[src/rtl/adc_rx_pkg.sv]
package adc_rx_pkg;

  // Strobes from the frame control to the lane datapath.
  typedef struct packed {
    logic capture;  // last bit of a word is on the lanes this cycle
    logic check;    // capture while the pattern checker is enabled
  } rxStrobe_t;

endpackage

[src/rtl/adc_rx_ctrl.sv]
module adc_rx_ctrl
  import adc_rx_pkg::*;
#(
  parameter int WORD_W = 12
) (
  input  logic      clk,
  input  logic      rstN,
  input  logic      frameIn,
  input  logic      testMode,
  output rxStrobe_t strb,
  output logic      alignErr
);

  localparam int BIT_CW = $clog2(WORD_W);
  localparam logic [BIT_CW-1:0] LAST_IDX = BIT_CW'(WORD_W - 1);
  localparam logic [BIT_CW-1:0] ONE_IDX  = BIT_CW'(1);

  logic              framePrev;
  logic              frameRise;
  logic              collecting;
  logic [BIT_CW-1:0] bitIdx;
  logic              captureNow;

  assign frameRise  = frameIn & ~framePrev;
  assign captureNow = collecting & ~frameRise & (bitIdx == LAST_IDX);

  always_ff @(posedge clk or negedge rstN) begin
    if (!rstN) begin
      // a frame already high at reset release is not an edge
      framePrev  <= 1'b1;
      collecting <= 1'b0;
      bitIdx     <= '0;
      alignErr   <= 1'b0;
    end else begin
      framePrev <= frameIn;
      if (frameRise) begin
        if (collecting) alignErr <= 1'b1;
        collecting <= 1'b1;
        bitIdx     <= ONE_IDX;
      end else if (collecting) begin
        if (bitIdx == LAST_IDX) begin
          collecting <= 1'b0;
          bitIdx     <= '0;
        end else begin
          bitIdx <= bitIdx + ONE_IDX;
        end
      end
    end
  end

  always_comb begin
    strb.capture = captureNow;
    strb.check   = captureNow & testMode;
  end


  capture_single_chk: assert property (@(posedge clk) disable iff (!rstN)
    strb.capture |=> !strb.capture);


  align_sticky_chk: assert property (@(posedge clk) disable iff (!rstN)
    alignErr |=> alignErr);


  partial_drop_chk: assert property (@(posedge clk) disable iff (!rstN)
    (frameRise && collecting) |=> (alignErr && !strb.capture));


  idle_no_capture_chk: assert property (@(posedge clk) disable iff (!rstN)
    (!collecting && !frameRise) |-> !strb.capture);

endmodule

[src/rtl/adc_rx_datapath.sv]
module adc_rx_datapath
  import adc_rx_pkg::*;
#(
  parameter int          LANES     = 4,
  parameter int          WORD_W    = 12,
  parameter int          CNT_W     = 16,
  parameter logic [11:0] TEST_WORD = 12'h0BD
) (
  input  logic                    clk,
  input  logic                    rstN,
  input  logic [LANES-1:0]        serIn,
  input  logic                    offsetBin,
  input  logic                    clrCnt,
  input  rxStrobe_t               strb,
  output logic [LANES*WORD_W-1:0] wordsOut,
  output logic                    wordValid,
  output logic [LANES*CNT_W-1:0]  errCnt
);

  localparam logic [WORD_W-1:0] MSB_MASK = {1'b1, {(WORD_W-1){1'b0}}};
  localparam logic [WORD_W-1:0] PATTERN  = WORD_W'(TEST_WORD);
  localparam logic [CNT_W-1:0]  CNT_MAX  = {CNT_W{1'b1}};
  localparam logic [CNT_W-1:0]  CNT_ONE  = CNT_W'(1);

  logic [WORD_W-1:0] shiftReg [LANES];
  logic [WORD_W-1:0] rawWord  [LANES];
  logic [WORD_W-1:0] wordReg  [LANES];
  logic [CNT_W-1:0]  laneCnt  [LANES];

  always_ff @(posedge clk or negedge rstN) begin
    if (!rstN) wordValid <= 1'b0;
    else       wordValid <= strb.capture;
  end

  for (genvar l = 0; l < LANES; l++) begin : g_lane
    // LSB first: new bits enter at the top and move toward bit 0
    assign rawWord[l] = {serIn[l], shiftReg[l][WORD_W-1:1]};

    always_ff @(posedge clk or negedge rstN) begin
      if (!rstN) shiftReg[l] <= '0;
      else       shiftReg[l] <= rawWord[l];
    end

    always_ff @(posedge clk or negedge rstN) begin
      if (!rstN) begin
        wordReg[l] <= '0;
      end else if (strb.capture) begin
        wordReg[l] <= offsetBin ? (rawWord[l] ^ MSB_MASK) : rawWord[l];
      end
    end

    always_ff @(posedge clk or negedge rstN) begin
      if (!rstN) begin
        laneCnt[l] <= '0;
      end else if (clrCnt) begin
        laneCnt[l] <= '0;
      end else if (strb.check && (rawWord[l] != PATTERN) && (laneCnt[l] != CNT_MAX)) begin
        laneCnt[l] <= laneCnt[l] + CNT_ONE;
      end
    end

    assign wordsOut[l*WORD_W +: WORD_W] = wordReg[l];
    assign errCnt[l*CNT_W +: CNT_W]     = laneCnt[l];


    cnt_saturate_chk: assert property (@(posedge clk) disable iff (!rstN)
      (laneCnt[l] == CNT_MAX && !clrCnt) |=> laneCnt[l] == CNT_MAX);
  end


  cnt_hold_chk: assert property (@(posedge clk) disable iff (!rstN)
    (!strb.check && !clrCnt) |=> $stable(errCnt));


  cnt_clear_chk: assert property (@(posedge clk) disable iff (!rstN)
    clrCnt |=> errCnt == '0);


  words_with_valid_chk: assert property (@(posedge clk) disable iff (!rstN)
    !$stable(wordsOut) |-> wordValid);

endmodule

[src/rtl/adc_frame_rx.sv]
module adc_frame_rx
  import adc_rx_pkg::*;
#(
  parameter int          LANES     = 4,
  parameter int          WORD_W    = 12,
  parameter int          CNT_W     = 16,
  parameter logic [11:0] TEST_WORD = 12'h0BD
) (
  input  logic                    clk,
  input  logic                    rstN,
  input  logic                    frameIn,
  input  logic [LANES-1:0]        serIn,
  input  logic                    offsetBin,
  input  logic                    testMode,
  input  logic                    clrCnt,
  output logic [LANES*WORD_W-1:0] wordsOut,
  output logic                    wordValid,
  output logic                    alignErr,
  output logic [LANES*CNT_W-1:0]  errCnt
);

  rxStrobe_t strb;

  adc_rx_ctrl #(
    .WORD_W(WORD_W)
  ) u_ctrl (
    .clk      (clk),
    .rstN     (rstN),
    .frameIn  (frameIn),
    .testMode (testMode),
    .strb     (strb),
    .alignErr (alignErr)
  );

  adc_rx_datapath #(
    .LANES    (LANES),
    .WORD_W   (WORD_W),
    .CNT_W    (CNT_W),
    .TEST_WORD(TEST_WORD)
  ) u_datapath (
    .clk       (clk),
    .rstN      (rstN),
    .serIn     (serIn),
    .offsetBin (offsetBin),
    .clrCnt    (clrCnt),
    .strb      (strb),
    .wordsOut  (wordsOut),
    .wordValid (wordValid),
    .errCnt    (errCnt)
  );

endmodule

[config.mk]
export PLATFORM = sky130hd
export DESIGN_NAME = adc_frame_rx
export DESIGN_NICKNAME = d
export VERILOG_FILES = /design/src/rtl/adc_rx_pkg.sv /design/src/rtl/adc_rx_ctrl.sv /design/src/rtl/adc_rx_datapath.sv /design/src/rtl/adc_frame_rx.sv
export SDC_FILE = /design/constraint.sdc
export NUM_CORES = 1
export LEC_CHECK = 0
export BUFFER_PORTS_ARGS = -buffer_cell sky130_fd_sc_hd__clkbuf_2
export CORE_ASPECT_RATIO = 2
export CORE_MARGIN = 1
export CORE_UTILIZATION = 50
export DETAILED_ROUTE_END_ITERATION = 16
export PLACE_DENSITY = 0.73
export SYNTH_ARGS = -nofsm -noshare
export SYNTH_HDL_FRONTEND = slang
export SYNTH_SLANG_ARGS = --single-unit
[constraint.sdc]
create_clock -name clk -period 2.08 [get_ports clk]
set_input_delay 0.416 -clock clk [delete_from_list [all_inputs] [get_ports clk]]
set_output_delay 0.416 -clock clk [all_outputs]
set_load 0.03 [all_outputs]
==> results.sh <==
export IMPL_status="finished with violations"
export IMPL_violations="setup timing"
export IMPL_fin_skew_ps=15.0
export IMPL_drtPass1Iterations=5
export IMPL_synth_async_sr_flop_share_pct=100
export IMPL_syn_area_um2=7000
export IMPL_crit_arrival_ps=2410
export IMPL_power_mw=9.15
export IMPL_ys_seq_elements=164
export IMPL_critPathMaxFanout=6
export IMPL_holdPathStages=1
export IMPL_met3WireLength_um=736
export IMPL_num_nets_final=789
export IMPL_grt_pass1_vias=5828
export IMPL_drc_errors=0
export IMPL_grt_pass1_wl_um=27800
export IMPL_gp_congestion=0.890
export IMPL_routed_top_layer="met4"
export IMPL_die_area_um2=14500
export IMPL_worstPathRequired_ps=2380
export IMPL_maxCapViolCount=0
export IMPL_worstSetupStartpointType="flip-flop"
export IMPL_setup_violations=2
export IMPL_post_route_util_pct=66.3
export IMPL_ir_worst_vdd_uv=1350
export IMPL_synth_edf_count=0
export IMPL_cts_buffers=17
export IMPL_tns_ps=-29.6
export IMPL_total_leakage_power_nw=4.03
export IMPL_routed_via_count=5642
export IMPL_critPathKind="flip-flop to flip-flop"
export IMPL_reg2reg_to="u_datapath.errCnt[36]"
export IMPL_drt_iter0_markers=311
export IMPL_htree_levels=4
export IMPL_hold_violations=0
export IMPL_r2r_slack_ps=-30
export IMPL_slew_headroom_pct=70.0
export IMPL_synth_cells=600
export IMPL_worstHoldStart="serIn[0]"
export IMPL_grtUsageTotal_pct=24.4
export IMPL_power_density_nw_per_um2=1020
export IMPL_dpl_hpwl_um=11900
export IMPL_die_h_um=169
export IMPL_grt_start_max_net_pins=61
export IMPL_post_route_min_period_ps=2110
export IMPL_portBuffers=123
export IMPL_ant_nets=0
export IMPL_yosys_warnings=0
export IMPL_yosysUniqueCellTypes=57
export IMPL_fmax_ghz=0.475
export IMPL_hold_class="input pin to flip-flop"
export IMPL_routedWlPerCell_um=17.3
export IMPL_whs_ps=151
export IMPL_ys_seq_area_share_pct=58.6
export IMPL_endpoint_kind="flip-flop"
export IMPL_fin_crit_sh_pct=101
export IMPL_r2r_start="u_ctrl.bitIdx[1]"
export IMPL_rsz0062_at_grt="yes"
export IMPL_grt_overflow=0
export IMPL_clock_path_buffers=2
export IMPL_cts_root_buffer="clkbuf_16"
export IMPL_clk_latency_ps=420
export IMPL_r2r_cells=6
export IMPL_row_count=60
export IMPL_final_setup_worst_slack_ps=-26.6
export IMPL_wl_met2_um=9490
export IMPL_synth_flop_cell="dfrtp_1"
export IMPL_dp_slack_ps=-179
export IMPL_initial_core_util_pct=51.5
export IMPL_clk_pin_slew_ps=70
export IMPL_diodes=0
export IMPL_grt_antenna_before_repair=0
export IMPL_cts_num_sinks=164
export IMPL_die_width_um=85.7
export IMPL_num_io_pins=124
export IMPL_drt_met1_wl_um=6190
export IMPL_synth_nets=615
export IMPL_routed_via_density=5.80
export IMPL_min_to="u_datapath.rawWord[46]"
export IMPL_layout_drive_gt1_share_pct=41.0
export IMPL_area_growth_pct=28.6
export IMPL_worst_slew_pin_slew_ps=446
export IMPL_avgSynthCellArea_um2=11.7
export IMPL_tritoncts="done"
export IMPL_coreArea_um2=13600
export IMPL_routed_wl_um=16800
export IMPL_finalMaxSlewViolations=0
[Yosys cell counts, drive strengths merged (3+ instances only)]
cell type / count / area, um2
or4b: 4 / 40.0
nor2b: 9 / 56.3
and2: 3 / 21.3
nand4: 14 / 87.6
ha: 5 / 62.6
inv: 10 / 37.5
nand2b: 3 / 18.8
mux2i: 5 / 50.1
mux2: 49 / 552
nor4: 12 / 75.1
nand4b: 3 / 26.3
a21oi: 46 / 230
xnor2: 10 / 87.6
dfrtp: 163 / 4080
or4: 25 / 188
and4: 7 / 61.3
and4b: 3 / 33.8
o21ai: 17 / 85.1
nand2: 30 / 113
buf: 12 / 68.8
nor3: 14 / 70.1
nor4b: 3 / 26.3
and3: 6 / 38.8
nand3: 30 / 163
or3: 15 / 98.8
o31ai: 22 / 165
clkbuf: 16 / 60.1
o41ai: 3 / 26.3
nor2: 33 / 124
[power breakdown]
group,leakage [nW],switching [mW],internal (mW)
clock,0.282,1.34,1.69
combinational,1.64,1.37,0.807
sequential,2.11,0.275,3.67
total,4.03,2.99,6.16
[stage by stage]
stage / cell area [um2] / instances
2_1_floorplan: 7070 / 600
6_report: 9010 / 973
3_3_place_gp: 8180 / 927
5_1_grt: 9010 / 973
3_5_place_dp: 8180 / 927
4_1_cts: 8830 / 965
[area by class of cell]
class	instances	area [um2]
well taps	186	233
repair buffers	182	1130
flip-flops and latches	164	4120
multi-input cells	399	2920
clock buffers	18	429
fillers	1039	4580
inverters	10	37.5
clock inverters	14	144
[cells by family after synthesis]
family / after synthesis / share of synthesized area (%)
simple gates: 224 / 19.0
flops: 164 / 58.6
compound gates: 103 / 9.02
mux: 54 / 8.59
buf+inv: 38 / 2.38
xor+xnor: 12 / 1.50
fa+ha+maj: 5 / 0.893
[routing by layer]
layer | track usage, % | vias to the layer above
met5 | 0 | -
met4 | 10.1 | 0
met3 | 5.01 | 31
met2 | 44.5 | 175
met1 | 27.1 | 2852
li1 | - | 2584
[registers in the layout, summed over array words and instances, names as in the netlist]
register,cells
u_ctrl.collecting,1
u_datapath.wordsOut,48
u_datapath.rawWord,44
u_ctrl.bitIdx,4
u_ctrl.alignErr,1
u_ctrl.framePrev,1
u_datapath.errCnt,64
u_datapath.wordValid,1
[timing repair]
item | in CTS | in global routing
endpoints found under the hold margin | 34 | 0
buffers inserted | 4 | 8
cloned | 1 | 0
pin swaps | 10 | 22
gates resized for setup | 6 | 29
hold buffers | 1 | 0
setup endpoints to repair | 21 | 39
[worst max-delay path: stages, from the launching register on]
cell     delay, ps
dfrtp_1        370
ha_2           180
and4b_4        260
and3_4         280
nand2_2         90
or4b_2         670
o211a_1        140
[worst max path at each step]
stage / startpoint / cells past startpoint / end
3_3_place_gp: serIn[0] / 8 / u_datapath.errCnt[1]
2_1_floorplan: u_datapath.errCnt[32] / 8 / u_datapath.errCnt[33]
6_report: u_ctrl.bitIdx[1] / 6 / u_datapath.errCnt[36]
3_5_place_dp: serIn[0] / 8 / u_datapath.errCnt[13]
4_1_cts: u_datapath.rawWord[39] / 7 / u_datapath.errCnt[12]
5_1_grt: u_ctrl.bitIdx[1] / 7 / u_datapath.errCnt[53]
[cell usage in the layout, fill, tap and decap left out, types with 6 or more instances in the layout]
cell,synthesis,layout
nor2b_1,9,9
nor2_1,33,33
nand2_1,30,28
nor3_1,14,8
or4_1,25,19
o31ai_1,22,22
mux2_2,49,49
xnor2_1,10,10
and4_1,7,7
or4_4,0,6
nand3_1,29,28
dfrtp_2,0,11
clkbuf_16,0,17
or3_1,14,13
clkbuf_2,0,122
buf_4,0,51
inv_1,10,10
o21ai_0,17,17
a21oi_2,0,11
nand4_1,14,14
nor4_1,12,10
a21oi_1,46,35
dfrtp_1,163,152
Power figures use the tool's default switching activity.
